[src/rtl/dvs_pkg.sv]
// Shared constants and helpers for the setpoint ramp.
// Assumes a 25 mV code step; the step time per slew code follows from it.
package dvs_pkg;

    // Time between 25 mV steps for each slew code, in nanoseconds.
    function automatic int step_time_ns(input logic [1:0] code);
        case (code)
            2'b00:   return 25000;   // 1 V/ms
            2'b01:   return 10000;   // 2.5 V/ms
            2'b10:   return 5000;    // 5 V/ms
            default: return 2500;    // 10 V/ms
        endcase
    endfunction

endpackage

[src/rtl/dvs_vsel_qual.sv]
// Select-pin qualifier: the qualified level takes a new raw level only
// after that level has been seen on HOLD_TICKS consecutive ticks.
// Assumes vsel_raw is already synchronous to clk.
module dvs_vsel_qual #(
    parameter int HOLD_TICKS = 10
) (
    input  logic clk,
    input  logic rst_n,
    input  logic tick,
    input  logic vsel_raw,
    output logic vsel_q,
    output logic flip
);
    localparam int HW = $clog2(HOLD_TICKS + 1);

    logic [HW-1:0] hold_cnt;

    // Count ticks while the raw level differs; commit when the hold time is reached.
    always_ff @(posedge clk) begin
        if (!rst_n) begin
            hold_cnt <= '0;
            vsel_q   <= vsel_raw;
            flip     <= 1'b0;
        end else begin
            flip <= 1'b0;
            if (vsel_raw == vsel_q) begin
                hold_cnt <= '0;
            end else if (tick) begin
                if (hold_cnt == HW'(HOLD_TICKS - 1)) begin
                    vsel_q   <= vsel_raw;
                    flip     <= 1'b1;
                    hold_cnt <= '0;
                end else begin
                    hold_cnt <= hold_cnt + 1'b1;
                end
            end
        end
    end

    // The qualified level moves only on a tick, and only to the raw level.
    assert_qual_on_tick_R7: assert property (@(posedge clk) disable iff (!rst_n)
        ($past(rst_n) && (vsel_q != $past(vsel_q))) |-> ($past(tick) && ($past(vsel_raw) == vsel_q)));

endmodule

[src/rtl/dvs_target_sel.sv]
// Target latch: captures the preset chosen by the qualified select level
// when the active preset is written or when the qualified level flips.
// Assumes the write strobe is one cycle and comes after the preset has settled.
module dvs_target_sel #(
    parameter int CODE_W = 7
) (
    input  logic              clk,
    input  logic              rst_n,
    input  logic              vsel_q,
    input  logic              flip,
    input  logic              wr_stb,
    input  logic [CODE_W-1:0] vout_lo,
    input  logic [CODE_W-1:0] vout_hi,
    input  logic [CODE_W-1:0] init_code,
    output logic [CODE_W-1:0] target
);
    logic [CODE_W-1:0] picked;

    // Preset chosen by the qualified select level.
    always_comb picked = vsel_q ? vout_hi : vout_lo;

    // Latch the target only on an explicit update event.
    always_ff @(posedge clk) begin
        if (!rst_n)              target <= init_code;
        else if (wr_stb || flip) target <= picked;
    end

    // Without a strobe or a flip the target holds.
    assert_target_holds_R11: assert property (@(posedge clk) disable iff (!rst_n)
        ($past(rst_n) && !$past(wr_stb) && !$past(flip)) |-> $stable(target));

endmodule

[src/rtl/dvs_step_timer.sv]
// Step timer: counts timebase ticks while a ramp is busy and fires a step
// when the count reaches the interval for the current slew code.
// Assumes every interval is at least one tick.
module dvs_step_timer #(
    parameter int TICK_NS = 500
) (
    input  logic       clk,
    input  logic       rst_n,
    input  logic       tick,
    input  logic       busy,
    input  logic [1:0] slew,
    output logic       step
);
    localparam int MAX_TICKS = dvs_pkg::step_time_ns(2'b00) / TICK_NS;
    localparam int CW        = $clog2(MAX_TICKS + 1);

    logic [CW-1:0] lim_tab [4];
    logic [CW-1:0] cnt;
    logic [CW-1:0] lim;
    logic          at_lim;

    // One interval constant per slew code.
    for (genvar g = 0; g < 4; g++) begin : g_lim
        assign lim_tab[g] = CW'(dvs_pkg::step_time_ns(2'(g)) / TICK_NS);
    end

    // Interval of the current slew code, compared each tick.
    always_comb begin
        lim    = lim_tab[slew];
        at_lim = (cnt >= lim - 1'b1);
        step   = busy && tick && at_lim;
    end

    // Tick counter, cleared when idle and after every step.
    always_ff @(posedge clk) begin
        if (!rst_n)      cnt <= '0;
        else if (!busy)  cnt <= '0;
        else if (tick)   cnt <= at_lim ? '0 : cnt + 1'b1;
    end

    // A step needs a tick and an active ramp.
    assert_step_on_tick_R4: assert property (@(posedge clk) disable iff (!rst_n)
        step |-> (tick && busy));

endmodule

[src/rtl/dvs_setpoint.sv]
// Setpoint register: follows the target directly before soft start ends,
// then moves one code toward it on each step pulse.
// Assumes the target and step inputs are registered or derived from registers.
module dvs_setpoint #(
    parameter int CODE_W = 7
) (
    input  logic              clk,
    input  logic              rst_n,
    input  logic              ss_done,
    input  logic              step,
    input  logic [CODE_W-1:0] target,
    input  logic [CODE_W-1:0] init_code,
    output logic [CODE_W-1:0] vset,
    output logic              busy
);
    // Ramp in progress whenever the setpoint lags the target after soft start.
    always_comb busy = ss_done && (vset != target);

    // Jump before soft start, single-code steps after it.
    always_ff @(posedge clk) begin
        if (!rst_n)                vset <= init_code;
        else if (!ss_done)         vset <= target;
        else if (step && busy)     vset <= (target > vset) ? vset + 1'b1 : vset - 1'b1;
    end

    // Before soft start the setpoint copies the target one cycle later.
    assert_jump_pre_ss_R2: assert property (@(posedge clk) disable iff (!rst_n)
        ($past(rst_n) && !$past(ss_done)) |-> (vset == $past(target)));

    // After soft start the setpoint never moves by more than one code.
    assert_single_code_R3: assert property (@(posedge clk) disable iff (!rst_n)
        ($past(rst_n) && $past(ss_done)) |->
        ((vset == $past(vset)) || (vset == $past(vset) + 1'b1) || (vset == $past(vset) - 1'b1)));

    // After soft start the setpoint changes only on a step.
    assert_no_move_idle_R4: assert property (@(posedge clk) disable iff (!rst_n)
        ($past(rst_n) && $past(ss_done) && !$past(step)) |-> $stable(vset));

    // A step always goes toward the target seen at that step.
    assert_toward_target_R5: assert property (@(posedge clk) disable iff (!rst_n)
        ($past(rst_n) && $past(ss_done) && $past(step) && ($past(vset) != $past(target))) |->
        ((vset > $past(vset)) == ($past(target) > $past(vset))));

endmodule

[src/rtl/dvs_ramp_ctrl.sv]
// Dynamic voltage scaling setpoint ramp: qualifies the select pin, latches
// the target preset, and steps the setpoint toward it at the slew interval.
// Assumes all inputs are synchronous to clk and tick_i is a one-cycle pulse.
module dvs_ramp_ctrl #(
    parameter int CODE_W       = 7,
    parameter int TICK_NS      = 500,
    parameter int VSEL_HOLD_NS = 5000
) (
    input  logic              clk,
    input  logic              rst_n,
    input  logic              tick_i,
    input  logic              vsel_i,
    input  logic [CODE_W-1:0] vout_lo_i,
    input  logic [CODE_W-1:0] vout_hi_i,
    input  logic [1:0]        slew_i,
    input  logic              ss_done_i,
    input  logic              wr_stb_i,
    output logic [CODE_W-1:0] vset_o,
    output logic              ramp_busy_o
);
    localparam int HOLD_TICKS = VSEL_HOLD_NS / TICK_NS;

    logic              vsel_q;
    logic              flip;
    logic              step;
    logic              busy;
    logic [CODE_W-1:0] target;
    logic [CODE_W-1:0] init_code;

    // Reset value: the preset picked by the raw select level.
    always_comb init_code = vsel_i ? vout_hi_i : vout_lo_i;

    dvs_vsel_qual #(.HOLD_TICKS(HOLD_TICKS)) u_qual (
        .clk(clk), .rst_n(rst_n), .tick(tick_i), .vsel_raw(vsel_i),
        .vsel_q(vsel_q), .flip(flip)
    );

    dvs_target_sel #(.CODE_W(CODE_W)) u_tgt (
        .clk(clk), .rst_n(rst_n), .vsel_q(vsel_q), .flip(flip), .wr_stb(wr_stb_i),
        .vout_lo(vout_lo_i), .vout_hi(vout_hi_i), .init_code(init_code), .target(target)
    );

    dvs_step_timer #(.TICK_NS(TICK_NS)) u_tmr (
        .clk(clk), .rst_n(rst_n), .tick(tick_i), .busy(busy), .slew(slew_i), .step(step)
    );

    dvs_setpoint #(.CODE_W(CODE_W)) u_sp (
        .clk(clk), .rst_n(rst_n), .ss_done(ss_done_i), .step(step),
        .target(target), .init_code(init_code), .vset(vset_o), .busy(busy)
    );

    always_comb ramp_busy_o = busy;

    // Before soft start no ramp is ever reported.
    assert_idle_pre_ss_R9: assert property (@(posedge clk) disable iff (!rst_n)
        !ss_done_i |-> !ramp_busy_o);

endmodule

[config.mk]
export PLATFORM = sky130hd
export DESIGN_NAME = dvs_ramp_ctrl
export DESIGN_NICKNAME = d
export VERILOG_FILES = /design/src/rtl/dvs_pkg.sv /design/src/rtl/dvs_vsel_qual.sv /design/src/rtl/dvs_target_sel.sv /design/src/rtl/dvs_step_timer.sv /design/src/rtl/dvs_setpoint.sv /design/src/rtl/dvs_ramp_ctrl.sv
export SDC_FILE = /design/constraint.sdc
export NUM_CORES = 1
export LEC_CHECK = 0
export BUFFER_PORTS_ARGS = -buffer_cell sky130_fd_sc_hd__buf_2
export CAP_MARGIN = 40
export CORE_MARGIN = 5
export CORE_UTILIZATION = 45
export DETAILED_ROUTE_END_ITERATION = 8
export PLACE_DENSITY_LB_ADDON = 0.2
export SETUP_SLACK_MARGIN = 0.05
export SYNTH_ARGS = -nofsm -noshare
export SYNTH_HDL_FRONTEND = slang
export SYNTH_SLANG_ARGS = --single-unit
[constraint.sdc]
create_clock -name clk -period 4.09 [get_ports clk]
set_input_delay 0 -clock clk [delete_from_list [all_inputs] [get_ports clk]]
set_output_delay 0 -clock clk [all_outputs]
set_load 0.02 [all_outputs]
* After elaboration in Yosys (flattened, before gate mapping) *
Cells that the tools add are included.

operators by class
  muxes and demuxes = 18
  reduce and logical (&&, ||, !) cells = 9
  magnitude comparators = 3
  $add $sub $neg = 5
  equality and inequality tests = 8
  bitwise gates (word level) = 3

operators by type and width
  cell                                                       count
  2-to-1 mux 7 bit                                           8
  2-to-1 mux 6 bit                                           3
  binary-select mux 6 bit (select 2 bit)                     1
  adder 7 x 1 -> 7 bit (second input constant)               1
  greater-than comparator 7 bit                              1
  != test 7 bit                                              1
  subtractor 7 x 1 -> 7 bit (second input constant)          1
  adder 6 x 1 -> 6 bit (second input constant)               1
  greater-or-equal comparator 6 bit                          1
  != test 2 x 1 -> 1 bit (second input constant)             3
  subtractor 6 x 1 -> 6 bit (second input constant)          1
  2-to-1 mux 1 bit                                           5
  adder 4 x 1 -> 4 bit (second input constant)               1
  equality test 4 bit (second input constant)                1
  logical AND 1 bit                                          4
  2-to-1 mux 4 bit                                           1
  greater-or-equal comparator 3 bit (second input constant)  1
  != test 3 x 2 -> 1 bit (second input constant)             1
  inverter 2 -> 3 bit                                        1
  AND reduction 3 bit                                        1
  OR reduction 3 bit                                         1
  != test 2 bit (second input constant)                      1
  inverter 1 bit                                             2
  AND reduction 2 bit                                        1
  3 further kinds                                            3

word-level totals
  bits in registers = 26
  output and inout port bits = 8
  bits of input ports = 22
  word-level logic and storage cells = 52

* Depth between registers and ports, before layout *
  word-level depth = 11
  gate-level depth with buffers = 11
  gate-level depth less buffers = 11

* Hierarchy *
From an unflattened synthesis, not the netlist that was laid out.

second synthesis, totals
  cell total of the unflattened synthesis = 198
  area, all modules = 1976.9 um2

modules (own cells, without submodules)
  module          cells an instance  times used  area each (um2)
  dvs_setpoint    85                 1           778.2
  dvs_step_timer  46                 1           449.2
  dvs_target_sel  32                 1           374.1
  dvs_vsel_qual   27                 1           259.0
  dvs_ramp_ctrl   8                  1           116.4

* Least setup slack after synthesis *
Ideal clock, no wire load.

  path type = reg2reg
  start = register u_sp.vset[4]
  end = register u_sp.vset[6] (data pin)
  period minus slack after synthesis = 3.038 ns
  slack = 1.052 ns
  cell stages (with the launch flop) = 12
  required time = 3.812 ns
  data arrival time = 2.760 ns
  setup time = 0.278 ns
  buffers on the path = 0
  path through = edfxtp_1 inv_1 ha_1 a211oi_1 o21bai_1 o22ai_1 fa_1 a211oi_1 or4b_1 o2111ai_2 xnor2_1 a31oi_1

on the way
  cells in the longest elaborated chain, start to end = 5
  elaborated cells between the ends (all ways) = 7

ends and longest elaborated chain
  item                                                     line                text
  start, declared                                          dvs_setpoint.sv:13  output logic [CODE_W-1:0] vset,
  start signal, assigned                                   dvs_setpoint.sv:21  if (!rst_n) vset <= init_code;
  start signal, assigned                                   dvs_setpoint.sv:22  else if (!ss_done) vset <= target;
  start signal, assigned                                   dvs_setpoint.sv:23  else if (step && busy) vset <= (target > vset) ? vset + 1'b1 : vset - 1'b1;
  subtractor 7 x 1 -> 7 bit, or another cell as far along  dvs_setpoint.sv:23
  2-to-1 mux 7 bit (*) (2 in series)                       dvs_setpoint.sv:23
  2-to-1 mux 7 bit (*)                                     dvs_setpoint.sv:22
  2-to-1 mux 7 bit (*)                                     dvs_setpoint.sv:21

Mark *: on every way between the ends. The rest lies on a longest branch, timed or not. The select of a mux whose other input is x is not followed.
A chain may end at the register's enable or synchronous reset.

* Final worst setup path *
  start = register u_sp.vset[6]
  end = register u_sp.vset[6] (data pin)

Same word-level chain as after synthesis.

==> metrics.md <==
| Metric | Value |
|---|---|
| Outcome | complete, no violations |
| Mapped Nets | 235 |
| Ys Warns | 0 |
| Final Max Tran Viols | 0 |
| Slew Limit Headroom | 40.9% |
| Max frequency | 311 MHz |
| Initial core utilization | 46.3% |
| Die Span Y | 74.2 um |
| Largest net degree at the start of global routing | 23 |
| Layout net count | 264 |
| Synth top area cells | edfxtp_1, ha_1, dfxtp_1, mux2_2, mux2i_1 |
| Clock buffer depth | 2 |
| Final period util | 78.6% |
| Root Buffer Master | clkbuf_8 |
| Area Growth Syn to Fin | 13.0% |
| Sequential share of the synthesized area | 36.2% |
| Port bufs | 29 |
| Fin Setup TNS | 0 ns |
| DRT Pass-1 Iters | 4 |
| Antenna Nets Post-Route | 0 |
| Post-route cell area | 2090 um2 |
| Worst-Margin Slew | 0.883 ns |
| Post-synth top cells | ha_1, nand2_1, edfxtp_1 |
| GRT Total Usage | 15.1% |
| I/O pin cnt | 30 |
| Die ar. | 5500 um2 |
| H-tree depth | 1 |
| Grt ovf | 0 |
| Vias in the first global route | 1,375 |
| RSZ-0062 raised after global routing | false |
| Worst vdd ir | 0.221 mV |
| Area after DPL | 2040 um2 |
| Async S/R FF share, synth | 0% |
| Area leader, netlist | edfxtp_1 |
| Worst skew pair latency | 0.28 ns |
| Cts bufs inserted | 3 |
| Syn Inst Count | 193 |
| RePlAce Congestion | 0.756 |
| Share of the synthesized area in the top cell type | 24.3% |
| Path type of the worst setup path | register to register |
| CP Data Arrival Time | 3.24 ns |
| Layout Skew | 0.00748 ns |
| Initial antenna violation count | 0 |
| LEAKAGE | 0.000874 uW |
| 1st-iter DRT viols | 70 |
| Vias per cell | 5.41 |
| Layout fillers | 385 |
| Post-synthesis cell area | 1850 um2 |
| Setup violators final | 0 |
| CTS tree | done |
| Most frequent cell after synthesis | ha_1 |
| Gates resized, CTS repair | 0 |
| DP Wirelength | 2840 um |
| Die Width | 74.2 um |
| Vias | 1,465 |
| CP endpoint kind | register |
| Post-layout minimum cycle time | 3.21 ns |
| Hold violation count in the final report | 0 |
| # Max-Cap Violations | 0 |
| Post-synth EDFFs | 15 |
| CP max FO | 7 |
| Critical Path RT | 4.12 ns |
| Wire per inst | 14.1 um |
| Ant diodes | 0 |
| DRC viols | 0 |
| Core ar. | 4000 um2 |
| Proportion of layout cells with a drive suffix above 1 | 20.4% |
| Power density over the cells | 453 nW/um2 |
| Yosys cell types | 41 |
| Setup bufs post-CTS | 0 |
| Main synth FF type | edfxtp_1 |
| Clk pin slew, worst setup/hold paths | 0.10 ns |
| Synth Area per Inst | 9.60 um2 |
| Startpoint types | register |
| Worst min path class | input port to register |
| Routed wire length | 3820 um |
| First-pass GRT wire length | 6560 um |
| Rows | 23 |
| Synth Register Bits | 26 |
| Cts hold-fix bufs | 0 |
| CTS Sinks | 26 |
layout make-up:
class                      count  area [um2]  share of cell area (%)
sequential                    26         671                    32.0
tap                           50        62.6                    2.99
timing repair buffer          29         145                    6.93
clock buffer                   4        55.1                    2.63
inverter                      12        45.0                    2.15
multi-input combinational    150        1120                    53.3
where the power goes:
group	internal (uW)	switching [uW]
Clock	86.3	89.6
Sequential	313	26.4
Combinational	196	237
Total	595	353
state kept, by name (all words and copies together), names as in the netlist:
name,cells
u_sp.vset,7
u_tgt.target,7
u_tmr.cnt,6
u_qual.hold_cnt,4
u_qual.flip,1
u_qual.vsel_q,1
path summary, 6_finish.rpt:
check / startpoint / endpoint / slack, ns / cells after the start
worst max-delay path: u_sp.vset[6] / u_sp.vset[6] / 0.88 / 11
worst min-delay path: vout_lo_i[2] / u_tgt.target[2] / 0.03 / 2
worst max register to register: u_sp.vset[6] / u_sp.vset[6] / 0.88 / 11
worst min register to register: u_tmr.cnt[0] / u_tmr.cnt[0] / 0.51 / 2
routing by layer:
layer | wire (um) | global-route usage (%) | vias to the layer above | part of all wire [%]
met5 | 0 | 0 | - | 0
met2 | 1570 | 21.6 | 34 | 41
met1 | 2010 | 23.2 | 659 | 52
met4 | 27 | 4.23 | 0 | 0.71
li1 | - | - | 770 | -
met3 | 216 | 2.57 | 2 | 5.7
per-stage QoR:
step	utilization (%)	setup slack, ns	std cells	power [uW]	hold WS [ns]
after detailed placement	51.0	0.908	267	774	0.318
after CTS	52.4	0.876	271	951	0.0222
after floorplan	-	1.05	193	678	0.0989
after global placement	51.0	0.963	267	773	0.316
final	52.4	0.875	271	949	0.0269
after global routing	52.4	0.667	271	1010	0.0284
kinds of logic after synthesis:
group,after synthesis,share of synthesized area [%]
muxes,16,9.25
AOI/OAI and AO/OA,51,18.0
adders and majority gates,20,13.9
buffers and inverters,17,3.58
and+or+nand+nor,55,15.3
xor gates and xnor gates,8,3.78
DFF,26,36.2
critical path: stages (launching register included):
cell,delay [ns]
edfxtp_1,0.46
inv_1,0.09
ha_1,0.30
nand4_1,0.14
a21oi_1,0.06
o22ai_1,0.54
fa_1,0.37
a211oi_1,0.13
or4b_1,0.53
o2111ai_2,0.10
xnor2_1,0.14
a31oi_1,0.10
placed cells by master (no fill, tap or decap), types with 2 or more instances in the layout:
cell	instances
buf_2	29
o211ai_1	4
a31oi_1	3
nor2_1	9
a21o_1	4
mux2i_1	7
nand2b_1	6
ha_1	19
a21oi_1	12
dfxtp_1	11
nand2_1	16
nor3b_1	4
o22ai_1	3
or3_1	3
mux2_2	9
nor2b_1	5
xor2_1	2
nand3_1	5
inv_1	12
clkbuf_8	4
o21ai_0	12
edfxtp_1	15
xnor2_1	6
a211oi_1	5
(Power assumes the default switching activity.)
